### config.mk
export PLATFORM = sky130hd
export DESIGN_NAME = prefix_mask_gen
export DESIGN_NICKNAME = d
export VERILOG_FILES = /design/src/rtl/pmg_pkg.sv /design/src/rtl/pmg_chunk.sv /design/src/rtl/pmg_ctrl.sv /design/src/rtl/prefix_mask_gen.sv
export SDC_FILE = /design/constraint.sdc
export NUM_CORES = 1
export LEC_CHECK = 0
export BUFFER_PORTS_ARGS = -buffer_cell sky130_fd_sc_hd__clkbuf_2
export CAP_MARGIN = 25
export CELL_PAD_IN_SITES_DETAIL_PLACEMENT = 1
export CELL_PAD_IN_SITES_GLOBAL_PLACEMENT = 1
export CORE_AREA = 2 2 331 333
export DETAILED_ROUTE_END_ITERATION = 10
export DIE_AREA = 0 0 333 335
export GPL_TIMING_DRIVEN = 0
export HOLD_SLACK_MARGIN = 0.05
export PLACE_DENSITY_LB_ADDON = 0.1
export SLEW_MARGIN = 10
export SYNTH_ARGS = -nofsm -noshare
export SYNTH_HDL_FRONTEND = slang
export SYNTH_SLANG_ARGS = --single-unit
### constraint.sdc
create_clock -name clk -period 4.1 [get_ports clk]
set_input_delay 0.41 -clock clk [delete_from_list [all_inputs] [get_ports clk]]
set_output_delay 0.41 -clock clk [all_outputs]
set_load 0.1 [all_outputs]
### src/rtl/pmg_pkg.sv
package pmg_pkg;
    typedef enum logic [1:0] {
        MODE_BEFORE = 2'd0,
        MODE_INCL   = 2'd1,
        MODE_ONLY   = 2'd2,
        MODE_HOLD   = 2'd3
    } pmg_mode_e;

    typedef enum logic [1:0] {
        ST_IDLE   = 2'd0,
        ST_SCAN   = 2'd1,
        ST_FINISH = 2'd2
    } pmg_state_e;
endpackage

### src/rtl/pmg_chunk.sv
module pmg_chunk
    import pmg_pkg::*;
#(
    parameter int CHUNK_W = 64,
    parameter int EW      = 10
) (
    input  pmg_mode_e            mode,
    input  logic [EW-1:0]        base,
    input  logic [EW-1:0]        vlen_ext,
    input  logic                 found_in,
    input  logic [CHUNK_W-1:0]   src,
    input  logic [CHUNK_W-1:0]   en,
    input  logic [CHUNK_W-1:0]   old,
    output logic [CHUNK_W-1:0]   new_data,
    output logic [CHUNK_W-1:0]   active,
    output logic                 found_out
);
    always_comb begin
        logic          seen;
        logic          hit;
        logic          res;
        logic [EW-1:0] gidx;
        seen = found_in;
        for (int j = 0; j < CHUNK_W; j++) begin
            gidx      = base + EW'(j);
            active[j] = en[j] && (gidx < vlen_ext);
            hit       = src[j] && active[j];
            unique case (mode)
                MODE_BEFORE: res = !seen && !hit;
                MODE_INCL:   res = !seen;
                MODE_ONLY:   res = !seen && hit;
                default:     res = old[j];
            endcase
            new_data[j] = active[j] ? res : old[j];
            if (hit) seen = 1'b1;
        end
        found_out = seen;
    end
endmodule

### src/rtl/pmg_ctrl.sv
module pmg_ctrl
    import pmg_pkg::*;
#(
    parameter int NCHUNK = 4,
    parameter int IDXW   = 2
) (
    input  logic            clk,
    input  logic            rst_n,
    input  logic            start,
    input  logic            found_next,
    output logic            busy,
    output logic            wr_en,
    output logic            done,
    output logic            found_q,
    output logic [IDXW-1:0] idx_q
);
    localparam logic [IDXW-1:0] LAST = IDXW'(NCHUNK - 1);

    pmg_state_e state_q, state_d;

    always_comb begin
        state_d = state_q;
        unique case (state_q)
            ST_IDLE:   if (start) state_d = ST_SCAN;
            ST_SCAN:   if (idx_q == LAST) state_d = ST_FINISH;
            ST_FINISH: state_d = ST_IDLE;
            default:   state_d = ST_IDLE;
        endcase
    end

    always_ff @(posedge clk) begin
        if (!rst_n) begin
            state_q <= ST_IDLE;
            idx_q   <= '0;
            found_q <= 1'b0;
        end else begin
            state_q <= state_d;
            unique case (state_q)
                ST_IDLE: begin
                    idx_q   <= '0;
                    found_q <= 1'b0;
                end
                ST_SCAN: begin
                    found_q <= found_next;
                    if (idx_q != LAST) idx_q <= idx_q + 1'b1;
                end
                default: ;
            endcase
        end
    end

    always_comb begin
        busy  = (state_q != ST_IDLE);
        wr_en = (state_q == ST_SCAN);
        done  = (state_q == ST_FINISH);
    end

    p_idx_step_r9: assert property (@(posedge clk) disable iff (!rst_n)
        (wr_en && idx_q != LAST) |=> (wr_en && idx_q == $past(idx_q) + 1'b1));
    p_first_chunk_r9: assert property (@(posedge clk) disable iff (!rst_n)
        $rose(busy) |-> (wr_en && idx_q == '0));
    p_found_sticky_r9: assert property (@(posedge clk) disable iff (!rst_n)
        (wr_en && found_q && idx_q != LAST) |=> found_q);
    p_done_after_last_r10: assert property (@(posedge clk) disable iff (!rst_n)
        (wr_en && idx_q == LAST) |=> (done && !wr_en));
    p_done_pulse_r10: assert property (@(posedge clk) disable iff (!rst_n)
        done |=> !done);
endmodule

### src/rtl/prefix_mask_gen.sv
module prefix_mask_gen
    import pmg_pkg::*;
#(
    parameter int MASK_W  = 256,
    parameter int CHUNK_W = 64,
    localparam int NCHUNK = MASK_W / CHUNK_W,
    localparam int IDXW   = (NCHUNK > 1) ? $clog2(NCHUNK) : 1,
    localparam int VLW    = $clog2(MASK_W + 1)
) (
    input  logic               clk,
    input  logic               rst_n,
    input  logic               start,
    input  logic [1:0]         mode,
    input  logic [VLW-1:0]     vlen,
    input  logic [MASK_W-1:0]  src_mask,
    input  logic [MASK_W-1:0]  en_mask,
    input  logic [MASK_W-1:0]  old_dst,
    output logic               busy,
    output logic               wr_en,
    output logic [IDXW-1:0]    wr_idx,
    output logic [CHUNK_W-1:0] wr_data,
    output logic               done
);
    localparam int EW = VLW + 1;

    logic               found_q, found_next;
    logic [CHUNK_W-1:0] src_c, en_c, old_c, act_c;
    logic [EW-1:0]      base;
    pmg_mode_e          mode_e;

    assign mode_e = pmg_mode_e'(mode);
    assign base   = EW'(wr_idx) * EW'(CHUNK_W);
    assign src_c  = src_mask[int'(wr_idx) * CHUNK_W +: CHUNK_W];
    assign en_c   = en_mask [int'(wr_idx) * CHUNK_W +: CHUNK_W];
    assign old_c  = old_dst [int'(wr_idx) * CHUNK_W +: CHUNK_W];

    pmg_ctrl #(.NCHUNK(NCHUNK), .IDXW(IDXW)) u_ctrl (
        .clk        (clk),
        .rst_n      (rst_n),
        .start      (start),
        .found_next (found_next),
        .busy       (busy),
        .wr_en      (wr_en),
        .done       (done),
        .found_q    (found_q),
        .idx_q      (wr_idx)
    );

    pmg_chunk #(.CHUNK_W(CHUNK_W), .EW(EW)) u_chunk (
        .mode      (mode_e),
        .base      (base),
        .vlen_ext  (EW'(vlen)),
        .found_in  (found_q),
        .src       (src_c),
        .en        (en_c),
        .old       (old_c),
        .new_data  (wr_data),
        .active    (act_c),
        .found_out (found_next)
    );

    p_only_onehot_r4: assert property (@(posedge clk) disable iff (!rst_n)
        (wr_en && mode_e == MODE_ONLY) |-> ($countones(wr_data & act_c) <= 1));
    p_only_after_found_r4: assert property (@(posedge clk) disable iff (!rst_n)
        (wr_en && mode_e == MODE_ONLY && found_q) |-> ((wr_data & act_c) == '0));
    p_inactive_hold_r6: assert property (@(posedge clk) disable iff (!rst_n)
        wr_en |-> (((wr_data ^ old_c) & ~act_c) == '0));
    p_hold_mode_r11: assert property (@(posedge clk) disable iff (!rst_n)
        (wr_en && mode_e == MODE_HOLD) |-> (wr_data == old_c));
endmodule

### After elaboration in Yosys (flattened, before gate mapping)

Index checks and enable logic that the tools add are counted.

| storage, ports and cells | value |
|---|---|
| logic and storage cells | 731 |
| flip-flop bits (word level) | 5 |
| input port bits | 782 |

| operators by class | value |
|---|---|
| shift operators | 3 |
| mux-type cells | 198 |
| eq/ne operators | 9 |
| $lt $le $gt $ge | 64 |
| reduce and logical (&&, ||, !) cells | 390 |
| add/sub/neg operators | 64 |

Operators with widths:

| kind | count |
|---|---|
| $shiftx A256 B9 Y64 | 3 |
| $lt A10 B9 Y1 | 63 |
| $add A8 B6 Y9 const B | 32 |
| $logic_and A1 B1 Y1 | 256 |
| $pmux W1 S3 | 64 |
| $add A8 B5 Y9 const B | 16 |
| $logic_not A1 Y1 | 128 |
| $mux W1 | 128 |
| $add A8 B4 Y9 const B | 8 |
| $add A8 B3 Y9 const B | 4 |
| $add A8 B2 Y9 const B | 2 |
| $add A8 B1 Y9 const B | 1 |
| $lt A8 B9 Y1 | 1 |
| $pmux W2 S2 | 2 |
| $eq A2 B2 Y1 const B | 3 |
| $mux W2 | 3 |
| $eq A2 B1 Y1 const B | 2 |
| $logic_not A2 Y1 | 2 |
| $ne A2 B1 Y1 const B | 2 |
| $ne A2 B2 Y1 const B | 2 |
| $reduce_and A2 Y1 | 2 |
| $reduce_bool A2 Y1 | 2 |
| $add A2 B1 Y2 const B | 1 |
| $pmux W1 S2 | 1 |

### Depth between registers and ports, before layout

| depth | value |
|---|---|
| word-level depth | 70 |
| gate-level depth with buffers | 14 |
| gate-level depth less buffers | 10 |

### Hierarchy

Synthesis repeated with hierarchy kept, for this count alone.

| second synthesis, totals | value |
|---|---|
| cells, all modules | 2773 |
| area total of the unflattened synthesis | 22547.9 sq um |

Modules (own cells, without submodules):

| module | instances | seq. area each (sq um) | area an instance (sq um) | cells each |
|---|---|---|---|---|
| pmg_chunk | 1 | 0.0 | 17461.7 | 2513 |
| prefix_mask_gen | 1 | 0.0 | 4848.4 | 236 |
| pmg_ctrl | 1 | 100.1 | 237.7 | 24 |

### Worst setup path before layout

Ideal clock, no wire load.

| timing | value |
|---|---|
| path kind | register to output |
| start point | register u_ctrl.idx_q[1] |
| end point | output wr_data[38] |
| path slack | -2.938 ns |
| cell stages (with the launch flop) | 12 |
| buffers on the path | 5 |
| arrival | 6.628 ns |
| cell sequence | dfxtp_1 -> buf_2 -> buf_2 -> clkbuf_1 -> clkbuf_1 -> mux4_2 -> a22oi_1 -> nand4_1 -> nor3_2 -> buf_4 -> nand3_2 -> o41ai_1 |

| between the ends | value |
|---|---|
| word-level cells in the longest chain between the ends | 45 |
| elaborated cells between the ends (all ways) | 202 |
| classes of those cells | add/sub: 38; order compare: 39; shift: 3; mux: 40; reduce/logical: 82 |

RTL lines:

| item | RTL line | RTL |
|---|---|---|
| start: declaration | pmg_ctrl.sv:15 | `output logic [IDXW-1:0] idx_q` |
| start signal: assignment | pmg_ctrl.sv:45 | `if (idx_q != LAST) idx_q <= idx_q + 1'b1;` |
| $add A8 B1 Y9 (tied with other cells) | pmg_chunk.sv:25 | `gidx = base + EW'(j);` |
| $lt A10 B9 Y1 or $logic_and A1 B1 Y1 (tied branches) | pmg_chunk.sv:26 | `active[j] = en[j] && (gidx < vlen_ext);` |
| $logic_and A1 B1 Y1 (on tied branches) | pmg_chunk.sv:26, pmg_chunk.sv:27 |  |
| $logic_and A1 B1 Y1 or $mux W1 (tied branches) | pmg_chunk.sv:27, pmg_chunk.sv:35 |  |
| $mux W1 (37 in a row) | pmg_chunk.sv:35 | `if (hit) seen = 1'b1;` |
| $logic_not A1 Y1 | pmg_chunk.sv:29, pmg_chunk.sv:30, pmg_chunk.sv:31 |  |
| $logic_and A1 B1 Y1 (on tied branches) | pmg_chunk.sv:31, pmg_chunk.sv:29 |  |
| $pmux W1 S3 | pmg_chunk.sv:28 | `unique case (mode)` |
| $mux W1 * | pmg_chunk.sv:34 | `new_data[j] = active[j] ? res : old[j];` |
| end: declaration | prefix_mask_gen.sv:21 | `output logic [CHUNK_W-1:0] wr_data,` |

Mark *: on every way between the ends. The rest lies on a longest branch, timed or not.

### Worst setup path in the final report

| timing | value |
|---|---|
| start point | input vlen[0] |
| end point | output wr_data[42] |

| between the ends | value |
|---|---|
| word-level cells in the longest chain between the ends | 49 |
| elaborated cells between the ends (all ways) | 177 |
| classes of those cells | order compare: 43; mux: 44; reduce/logical: 90 |

RTL lines:

| item | RTL line | RTL |
|---|---|---|
| start: declaration | prefix_mask_gen.sv:14 | `input logic [VLW-1:0] vlen,` |
| $lt A8 B9 Y1 | pmg_chunk.sv:26 |  |
| $logic_and A1 B1 Y1 | pmg_chunk.sv:26 |  |
| $logic_and A1 B1 Y1 | pmg_chunk.sv:27 | `hit = src[j] && active[j];` |
| $mux W1 (42 in a row) | pmg_chunk.sv:35 |  |
| $logic_not A1 Y1 | pmg_chunk.sv:29, pmg_chunk.sv:30, pmg_chunk.sv:31 |  |
| $logic_and A1 B1 Y1 (on tied branches) | pmg_chunk.sv:31, pmg_chunk.sv:29 |  |
| $pmux W1 S3 | pmg_chunk.sv:28 |  |
| $mux W1 * | pmg_chunk.sv:34 |  |

Marked as above.

==> reports/results.ini <==
[status]
failed_checks=negative setup slack
status=finished with violations

[finish]
final_common_cell=clkbuf_2
drive_gt1_frac=0.707
final_cells=3336
nNetsFinal=2706
syn2layout_area_growth_pct=106
utilization=0.173
layout_common_cells=clkbuf_2 (801), mux4_2 (188), nand2_1 (103), buf_4 (88), o21ai_0 (62)
fillers=12800

[worst_hold_path]
hold_path_class=primary input to flop
holdPathEnd=u_ctrl.idx_q[0]$_SDFFE_PN0P_
hold_depth=2
hp-start=rst_n

[detailed_routing]
drcViolationCount=0
wl_um=113000
ant_nets=0
vias_per_cell=4.09
firstDrtPassIters=5
first_iter_violations=477
vias=13700
wire_per_inst_um=33.8

[worst_setup_path]
path_common_cell=buf_12
cp_max_fo=10
critPathKind=primary input to output pin
critical-path-slowest-cell=a211o_1
r2r_start=u_ctrl.idx_q[0]$_SDFFE_PN0P_
ff2ff_path_depth=15
critPathMaxStageDelay_ns=0.61
reg2reg_slack_ns=0.40
cp_data_required_time_ns=3.69
r2r_end=u_ctrl.found_q$_SDFFE_PN0P_
crit_chain=clkbuf_2, clkbuf_1, a211o_1, o31a_1, a2bb2oi_4, o2111ai_4, or4b_4, nor3_4, buf_12, buf_12, nand4_1, buf_6, o31ai_4, clkbuf_16
startpoint_type=primary input
end_kind=output pin
worstPathArrival_ns=4.04

[timing]
period_share=1.08
finalCriticalPeriod_ns=4.45
hold_violations=0
setup_tns_ns=-6.73
setup_viol=37
fmax_mhz=225
relSlewSlack=0.310
clock_skew_ns=0.00116
fin_ws_ns=-0.347
tightest_slew_ns=1.02
rsz0062_at_grt=yes
final_max_slew_viol_count=0

[pwr]
powerDensity_mw_per_mm2=173
p_total_mw=3.23
max-vdd-ir-drop_mv=0.0752
p_leak_nw=7.99

[placed_design]
gp_routability_congestion=0.831
dpl.hpwl_um=96500
dp.cells=3235
pre_cts_ws_ns=-2.17
portBuffers=847

[clock_network]
cts_num_sinks=5
cts_tree=built
insertion_delay_ns=0.23
cts_root_buf=clkbuf_16
clkTransAtPathRegs_ns=0.03
numCtsBuffers=3
clk_path_buf_depth=2
cts_htree_levels=1

[flow_run]
max_cap_violations=0

[grt]
grt_pass1_vias=15200
grt_max_degree=11
overflow=0
grt_pass1_wl_um=143000
grtUsageTotal=0.194
antenna_found_initial=15

[logic_synthesis]
ys_types=80
synth.avg_cell_area_um2=9.43
synth_flop_cell=dfxtp_1
ys_seq_elements=5
yosysWarningCount=0
postSynthCellCount=964
ys_seq_area_frac=0.0110
synth.net_count=1750
synthArstFlopShare=0
synth_edf_count=0
synthesis.area_mm2=0.00909

[floorplanning]
start_util=0.0841
dieArea_mm2=0.112
chipHeight_um=335
num_rows=121
core_mm2=0.108
die_w_um=333
num_io_pins=851

==> logic make-up (layout without fill, tap and decap cells) <==
group,count (synthesis),in the layout,synth area share
and+or+nand+nor,320,320,0.185
AOI/OAI and AO/OA,290,290,0.234
muxes,198,198,0.477
buffers and inverters,121,1076,0.0626
xor gates and xnor gates,26,26,0.0251
DFF,5,5,0.0110
adders and majority gates,4,4,0.00551
other,0,3,0
==> stage by stage <==
step                      hold WS [ns]  cell area, µm²
final                            0.486           18700
after global routing             0.513           18700
after detailed placement         0.591           16000
after global placement           0.598           15800
after floorplan                  0.502            9800
after CTS                        0.480           18200
==> routing by layer <==
metal  part of all wire  track usage  vias to the layer above
met1               0.41        0.235                     7054
met2               0.53        0.363                      524
met5            0.00023            0                        -
li1                   -            -                     6006
met4              0.018       0.0315                        4
met3              0.042       0.0274                       63
==> registers in the layout, summed over array words and instances, names as in the netlist <==
| name | count |
|---|---|
| u_ctrl.idx_q | 2 |
| u_ctrl.state_q | 2 |
| u_ctrl.found_q | 1 |
==> worst max-delay path by stage <==
stage                                       startpoint           to  slack [ns]  cells after the start
final                                          vlen[0]  wr_data[42]       -0.35                     14
after global routing      u_ctrl.idx_q[0]$_SDFFE_PN0P_  wr_data[43]       -0.42                     14
after CTS                 u_ctrl.idx_q[0]$_SDFFE_PN0P_  wr_data[43]       -0.41                     14
after detailed placement  u_ctrl.idx_q[1]$_SDFFE_PN0P_  wr_data[34]       -2.17                     11
after global placement    u_ctrl.idx_q[1]$_SDFFE_PN0P_  wr_data[56]       -2.74                     11
after floorplan           u_ctrl.idx_q[0]$_SDFFE_PN0P_  wr_data[54]       -0.27                     11
==> cell usage after synthesis (all sizes together) (4+ instances only) <==
cell type	count	share of area
o21a	9	0.0074
xnor2	26	0.025
a21o	5	0.0041
ha	4	0.0055
a31o	4	0.0039
nor2	30	0.012
nand4	22	0.015
a21boi	6	0.0050
and3	32	0.022
a211o	5	0.0048
nor4	4	0.0028
nor2b	8	0.0055
o31a	10	0.0096
mux2i	7	0.0077
nand3	38	0.021
and4	4	0.0039
or2	5	0.0034
nand2b	8	0.0055
a21oi	38	0.021
o211ai	21	0.017
a211oi	5	0.0041
o2111ai	12	0.012
nor3	11	0.0066
and2	12	0.0083
clkbuf	53	0.022
o31ai	17	0.014
o211a	4	0.0044
a22oi	8	0.0066
buf	47	0.032
nor3b	7	0.0058
mux4	188	0.47
o21ai	81	0.045
nand4b	7	0.0067
inv	21	0.0087
or3	6	0.0041
o41ai	25	0.030
dfxtp	5	0.011
o311a	5	0.0055
nand2	113	0.047
==> cell type report <==
cell class	count	area [µm²]	area share
antenna	3	7.51	0.000401
sequential	5	108	0.00575
multi-input combinational	838	9550	0.511
buffer	96	1040	0.0556
inverter	21	82.6	0.00442
clock buffer	4	78.8	0.00421
tap	1414	1770	0.0946
timing repair buffer	955	6070	0.324
==> power by group <==
group | leakage [nW] | switching [mW] | internal (mW)
clock network | 0.0382 | 0.0346 | 0.129
logic | 7.91 | 1.82 | 1.19
registers | 0.0425 | 0.00585 | 0.0503
total | 7.99 | 1.86 | 1.37
==> worst max-delay path, delay by kind of cell <==
| kind | cells | cell delay [ns] |
|---|---|---|
| AO/OA/AOI/OAI | 5 | 1.63 |
| buffers and inverters | 6 | 1.07 |
| AND/OR/NAND/NOR | 3 | 0.88 |
==> repair_timing <==
item,in CTS,in global routing
endpoints found under the hold margin,0,0
pin swaps,33,21
gates cloned,3,0
hold buffers,0,0
endpoints found under the setup margin,66,56
gates resized for setup,330,80
setup buffers,63,33
(Power assumes the default switching activity.)
